`src/rtl/hdlc_fifo_pkg.sv`:
```
package hdlc_fifo_pkg;

  // Accepted-operation vector produced by the strobe gate.
  typedef struct packed {
    logic byte_wr;
    logic byte_rd;
    logic frm_in;
    logic frm_out;
  } fifo_ops_t;

  // Geometry constants for the two channel kinds.
  localparam int unsigned BEARER_ZW    = 13;
  localparam int unsigned SIGNAL_ZW    = 9;
  localparam int unsigned FRAME_W      = 5;
  localparam int unsigned BEARER_ZBASE = 32'h0200;
  localparam int unsigned BEARER_ZALT  = 32'h1A00;
  localparam int unsigned SIGNAL_ZBASE = 32'h0000;
  localparam int unsigned BEARER_FBASE = 32'h00;
  localparam int unsigned SIGNAL_FBASE = 32'h10;

  function automatic int unsigned ptr_width(input bit dchan);
    return dchan ? SIGNAL_ZW : BEARER_ZW;
  endfunction

endpackage

```
`src/rtl/hdlc_ring_ctr.sv`:
```
// Ring counter whose top value is all ones. It wraps to BASE_STD, or to
// BASE_ALT while alt is high, and resets to all ones. It also exposes its
// next value and the successor of that next value, so that flags can be
// registered from the coming state.
module hdlc_ring_ctr #(
  parameter int unsigned W = 9,
  parameter logic [W-1:0] BASE_STD = '0,
  parameter logic [W-1:0] BASE_ALT = '0
) (
  input  logic         clk,
  input  logic         rst,
  input  logic         alt,
  input  logic         adv,
  output logic [W-1:0] q,
  output logic [W-1:0] nxt,
  output logic [W-1:0] nxt_succ
);

  function automatic logic [W-1:0] step(input logic [W-1:0] v, input logic a);
    if (v == '1) return a ? BASE_ALT : BASE_STD;
    return v + 1'b1;
  endfunction

  assign nxt      = adv ? step(q, alt) : q;
  assign nxt_succ = step(nxt, alt);

  always_ff @(posedge clk) begin
    if (rst) q <= '1;
    else     q <= nxt;
  end

endmodule

```
`src/rtl/hdlc_byte_ram.sv`:
```
// Simple dual-port RAM with a registered read port, written so that a
// block RAM can be inferred.
module hdlc_byte_ram #(
  parameter int unsigned AW = 9,
  parameter int unsigned DW = 8
) (
  input  logic          clk,
  input  logic          rst,
  input  logic          we,
  input  logic [AW-1:0] waddr,
  input  logic [DW-1:0] wdata,
  input  logic          re,
  input  logic [AW-1:0] raddr,
  output logic [DW-1:0] rdata
);

  localparam int unsigned DEPTH = 1 << AW;

  logic [DW-1:0] mem [DEPTH];

  always_ff @(posedge clk) begin
    if (we) mem[waddr] <= wdata;
  end

  always_ff @(posedge clk) begin
    if (rst)     rdata <= '0;
    else if (re) rdata <= mem[raddr];
  end

endmodule

```
`src/rtl/hdlc_fifo_gate.sv`:
```
// Accepts or refuses the four strobes against the registered flags.
module hdlc_fifo_gate
  import hdlc_fifo_pkg::*;
(
  input  logic      wr_en,
  input  logic      rd_en,
  input  logic      eof_wr,
  input  logic      eof_rd,
  input  logic      full,
  input  logic      empty,
  input  logic      frame_full,
  input  logic      frame_avail,
  output fifo_ops_t ops
);

  always_comb begin
    ops.byte_wr = wr_en  & ~full;
    ops.byte_rd = rd_en  & ~empty;
    ops.frm_in  = eof_wr & ~frame_full;
    ops.frm_out = eof_rd &  frame_avail;
  end

endmodule

```
`src/rtl/hdlc_ring_fifo_ctrl.sv`:
```
module hdlc_ring_fifo_ctrl
  import hdlc_fifo_pkg::*;
#(
  parameter bit          D_CHAN = 1'b1,
  parameter int unsigned DATA_W = 8,
  parameter int unsigned ZW     = ptr_width(D_CHAN),
  parameter int unsigned FW     = FRAME_W
) (
  input  logic              clk,
  input  logic              rst,
  input  logic              mode_8k,
  input  logic              wr_en,
  input  logic [DATA_W-1:0] wr_data,
  input  logic              rd_en,
  output logic [DATA_W-1:0] rd_data,
  input  logic              eof_wr,
  input  logic              eof_rd,
  output logic [ZW-1:0]     acc_addr,
  output logic [ZW-1:0]     z1,
  output logic [ZW-1:0]     z2,
  output logic [FW-1:0]     f1,
  output logic [FW-1:0]     f2,
  output logic              empty,
  output logic              full,
  output logic              frame_avail,
  output logic              frame_full
);

  localparam logic [ZW-1:0] Z_STD  = D_CHAN ? ZW'(SIGNAL_ZBASE) : ZW'(BEARER_ZBASE);
  localparam logic [ZW-1:0] Z_ALT  = D_CHAN ? ZW'(SIGNAL_ZBASE) : ZW'(BEARER_ZALT);
  localparam logic [FW-1:0] F_BASE = D_CHAN ? FW'(SIGNAL_FBASE) : FW'(BEARER_FBASE);

  fifo_ops_t ops;
  logic [ZW-1:0] z1_nxt, z1_nxt_succ, z2_nxt, z2_nxt_succ;
  logic [FW-1:0] f1_nxt, f1_nxt_succ, f2_nxt, f2_nxt_succ;
  logic alt_mode;

  // The 8k mode applies only to the bearer geometry.
  generate
    if (D_CHAN) begin : g_sig
      assign alt_mode = 1'b0;
    end else begin : g_bear
      assign alt_mode = mode_8k;
    end
  endgenerate

  hdlc_fifo_gate gate_i (
    .wr_en(wr_en), .rd_en(rd_en), .eof_wr(eof_wr), .eof_rd(eof_rd),
    .full(full), .empty(empty), .frame_full(frame_full),
    .frame_avail(frame_avail), .ops(ops)
  );

  hdlc_ring_ctr #(.W(ZW), .BASE_STD(Z_STD), .BASE_ALT(Z_ALT)) zin_i (
    .clk(clk), .rst(rst), .alt(alt_mode), .adv(ops.byte_wr),
    .q(z1), .nxt(z1_nxt), .nxt_succ(z1_nxt_succ)
  );

  hdlc_ring_ctr #(.W(ZW), .BASE_STD(Z_STD), .BASE_ALT(Z_ALT)) zout_i (
    .clk(clk), .rst(rst), .alt(alt_mode), .adv(ops.byte_rd),
    .q(z2), .nxt(z2_nxt), .nxt_succ(z2_nxt_succ)
  );

  hdlc_ring_ctr #(.W(FW), .BASE_STD(F_BASE), .BASE_ALT(F_BASE)) fin_i (
    .clk(clk), .rst(rst), .alt(1'b0), .adv(ops.frm_in),
    .q(f1), .nxt(f1_nxt), .nxt_succ(f1_nxt_succ)
  );

  hdlc_ring_ctr #(.W(FW), .BASE_STD(F_BASE), .BASE_ALT(F_BASE)) fout_i (
    .clk(clk), .rst(rst), .alt(1'b0), .adv(ops.frm_out),
    .q(f2), .nxt(f2_nxt), .nxt_succ(f2_nxt_succ)
  );

  hdlc_byte_ram #(.AW(ZW), .DW(DATA_W)) ram_i (
    .clk(clk), .rst(rst),
    .we(ops.byte_wr), .waddr(z1), .wdata(wr_data),
    .re(ops.byte_rd), .raddr(z2), .rdata(rd_data)
  );

  // Flags are registered from the coming pointer values.
  always_ff @(posedge clk) begin
    if (rst) begin
      empty       <= 1'b1;
      full        <= 1'b0;
      frame_avail <= 1'b0;
      frame_full  <= 1'b0;
    end else begin
      empty       <= (z1_nxt == z2_nxt);
      full        <= (z1_nxt_succ == z2_nxt);
      frame_avail <= (f1_nxt != f2_nxt);
      frame_full  <= (f1_nxt_succ == f2_nxt);
    end
  end

  // Address of the last accepted access; a write takes priority.
  always_ff @(posedge clk) begin
    if (rst)              acc_addr <= '1;
    else if (ops.byte_wr) acc_addr <= z1;
    else if (ops.byte_rd) acc_addr <= z2;
  end

  // f2_nxt_succ is produced by the shared counter but has no consumer.
  logic unused_ok;
  assign unused_ok = ^{f2_nxt_succ, z2_nxt_succ};

endmodule

```
`config.mk`:
```
export PLATFORM = sky130hd
export DESIGN_NAME = hdlc_ring_fifo_ctrl
export DESIGN_NICKNAME = d
export VERILOG_FILES = /design/src/rtl/hdlc_fifo_pkg.sv /design/src/rtl/hdlc_ring_ctr.sv /design/src/rtl/hdlc_byte_ram.sv /design/src/rtl/hdlc_fifo_gate.sv /design/src/rtl/hdlc_ring_fifo_ctrl.sv
export SDC_FILE = /design/constraint.sdc
export NUM_CORES = 2
export LEC_CHECK = 0
export ABC_AREA = 0
export BUFFER_PORTS_ARGS = -buffer_cell sky130_fd_sc_hd__buf_2
export CORE_ASPECT_RATIO = 0.6
export CORE_MARGIN = 3
export CORE_UTILIZATION = 30
export CTS_CLUSTER_DIAMETER = 100
export CTS_CLUSTER_SIZE = 25
export DETAILED_ROUTE_END_ITERATION = 6
export PLACE_DENSITY_LB_ADDON = 0.1
export SETUP_SLACK_MARGIN = 0.02
export SYNTH_ARGS = -nofsm -noshare
export SYNTH_HDL_FRONTEND = slang
export SYNTH_SLANG_ARGS = --single-unit
```
`constraint.sdc`:
```
create_clock -name clk -period 9.72 [get_ports clk]
set_clock_uncertainty 0.1 [all_clocks]
set_input_delay 0.972 -clock clk [delete_from_list [all_inputs] [get_ports clk]]
set_output_delay 0.972 -clock clk [all_outputs]
set_load 0.03 [all_outputs]
```
==> results.cfg <==
[synth]
async_flop_share_pct = 0
syn-mean-instance-area_sq_um = 21.6
synthFlopType = edfxtp_1
synthSimpleGateAreaFrac_pct = 2.88
syn-num-nets = 7498
synth_xor_area_share_pct = 0.173
synth_cell_types = 76
synth_top_family_by_area = multiplexers
synth_edf_count = 4096
synth_compound_gate_area_share_pct = 1.99
synthAdderAreaFrac_pct = 0.0929
yosys_warnings = 0
syn_area_sq_mm = 0.162
synthMuxAreaShare_pct = 16.6
ys_ff_latch = 4145
synth-seq-area-share_pct = 76.7
netlist_instances = 7471

[placement]
portBuffers = 62
place_ws_ns = 4.03
post-dp-hpwl_um = 326000
place_congestion = 0.790

[timing]
tightest_slew_ns = 1.48
setup_tns_ns = 0
setup_violations = 0
finalHoldViolCount = 0
maxSlewViolCount = 0
fmax_mhz = 177
rsz0062_at_grt = no
min_period_ns = 5.66
slew_headroom_pct = 0.912
final.setup.worst_slack_ns = 4.06
min_period_over_period_pct = 58.2

[die]
die_w_um = 953
ios = 64
rows = 208
core-area_sq_mm = 0.536
dieArea_sq_mm = 0.548
die-height_um = 574
start_util_pct = 30.2

[clock_tree]
hold_buffers = 0
post_cts_buffers = 0
cts_buffers = 192
cts_resized = 0
htreeDepth = 4
clockBufferDepth = 4
cts_root_buf = clkbuf_16
cts.clk_slew.worst_paths_ns = 0.11
cts_tree = yes
clock_latency_ns = 0.94
cts.sinks = 4145

[min_path]
hold_start = wr_data[5]
min_path_type = in2reg
holdPathEnd = ram_i.mem[152][5]
whs_path_depth = 1

[setup_path]
critPathCaptureType = register
cp_slowest_stage_delay_ns = 1.05
path_buf_inv = 2
critPathMostFrequentCell = buf_12
crit_fanout = 83
required_ns = 10.47
worstPathCellList = buf_12, buf_12, mux4_2, a22o_1, a221oi_1, o21ai_1, nor4_1, a21oi_1, a32oi_1, nand2_1
reg2reg_to = ram_i.rdata[1]
rrSetupSlack_ns = 4.06
crit_path_top_delay_cell = a221oi_1
crit_path_start_kind = register
crit_type = reg2reg
path_delay_family = compound AO/OA/AOI/OAI gates
r2r_cells = 10
r2r-start = zout_i.q[0]
arrival_ns = 6.41

[global_routing]
antenna_found_initial = 88
grt_pass1_vias = 77128
grt_start_max_net_pins = 174
groute.usage.overall_pct = 18.7
grt_overflow = 0
grt_pass1_wl_um = 705000

[detailed_routing]
drtPass1Iterations = 5
wl_per_cell_um = 35.8
vias = 77476
antenna_left = 0
post-route-drc-count = 0
drtIter0Drc = 9970
vias_per_cell = 5.28
wl_um = 526000

[final_layout]
ff_latch_area_sq_mm = 0.124
fillers = 50339
final_cell_mix = 4096 x edfxtp_1, 1120 x mux4_2, 563 x nor2_1, 232 x nand2_1, 195 x clkbuf_16
layout-drive-gt1-share_pct = 22.3
multi_input_area_sq_mm = 0.0354
nNetsFinal = 7494
area_growth_syn_to_layout_pct = 8.82
final_common_cell = edfxtp_1
utilization_pct = 32.8

[run_status]
outcome = complete, but fails checks
violations = max-capacitance violations

[flow_run]
cap_violations = 1

[power_and_ir_drop]
power.leakage_nw = 52.7
p_per_area_mw_per_mm2 = 189
ir_drop_mv = 0.134
worst reg2reg max path: stages, from the launching register on:
cell and delay [ns]:
dfxtp_4 0.91, buf_12 0.53, buf_12 0.75, mux4_2 0.70, a22o_1 0.29, a221oi_1 1.05
o21ai_1 0.41, nor4_1 0.32, a21oi_1 0.16, a32oi_1 0.26, nand2_1 0.07
final cells by class:
class | instances | area share [%]
inverters | 18 | 0.0427
repair buffers | 260 | 1.31
multi-input cells | 2850 | 20.1
clock inverters | 5 | 0.0455
well taps | 7140 | 5.08
flip-flops and latches | 4145 | 70.5
diodes | 19 | 0.0270
clock buffers | 224 | 2.84
state kept, by name, indices dropped and copies added (netlist names):
register     cells
frame_avail      1
full             1
fin_i.q          5
ram_i.rdata      8
zin_i.q          9
fout_i.q         5
empty            1
ram_i.mem     4096
zout_i.q         9
acc_addr         9
frame_full       1
cells by family after synthesis:
logic type      count (synthesis)
flops                        4145
mux                          1276
simple gates                 1076
buf+inv                       476
compound gates                454
xor+xnor                       32
fa+ha+maj                      12
cell usage after synthesis, types with 14 or more instances:
library cell,n,area share [%]
buf_1,27,0.063
edfxtp_1,4096,76
nand2b_1,33,0.13
a21oi_1,66,0.20
dfxtp_1,49,0.61
buf_2,124,0.38
mux4_2,1120,16
a211oi_1,56,0.26
xnor2_1,19,0.10
and2_1,36,0.14
nand2_1,249,0.58
or2_2,22,0.085
buf_6,33,0.23
a221oi_1,19,0.10
o21ai_0,35,0.11
nand4_1,16,0.062
a22o_1,18,0.098
nor3_1,31,0.096
clkbuf_1,192,0.45
inv_1,16,0.037
nand3_1,39,0.12
a22oi_1,61,0.28
o22ai_1,48,0.19
a31oi_1,29,0.11
buf_4,82,0.38
nor2_1,570,1.3
a311oi_1,14,0.076
nor2b_1,37,0.14
mux2i_1,144,0.89
o221ai_1,17,0.092
worst max-delay path by stage:
stage	start	slack, ns	cells past startpoint	to
2_1_floorplan	zout_i.q[2]	5.96	16	full
3_3_place_gp	zout_i.q[0]	4.03	10	ram_i.rdata[1]
3_5_place_dp	zout_i.q[0]	4.03	10	ram_i.rdata[1]
4_1_cts	zout_i.q[0]	4.03	10	ram_i.rdata[1]
5_1_grt	zout_i.q[0]	3.80	10	ram_i.rdata[1]
6_report	zout_i.q[0]	4.06	10	ram_i.rdata[1]
through the flow:
step / instances / hold WS (ns) / area, sq um / power (W)
after CTS: 14641 / 0.235 / 176000 / 0.0336
after global routing: 14648 / 0.256 / 176000 / 0.0344
after global placement: 14412 / 0.418 / 171000 / 0.0244
after floorplan: 7471 / 0.590 / 162000 / 0.0222
final: 14661 / 0.310 / 176000 / 0.0333
after detailed placement: 14412 / 0.439 / 171000 / 0.0244
power breakdown:
| part | internal [W] | total, W | switching [W] |
|---|---|---|---|
| combinational | 0.00127 | 0.00417 | 0.00290 |
| sequential | 0.0197 | 0.0198 | 0.000115 |
| clock | 0.00369 | 0.00932 | 0.00563 |
routing by layer:
layer	GRT usage (%)	wire length, um
met5	0	0
met4	2.34	7300
met3	4.00	41900
met2	26.9	223000
met1	29.8	253000
No activity file was read; power rests on OpenSTA's default activity.
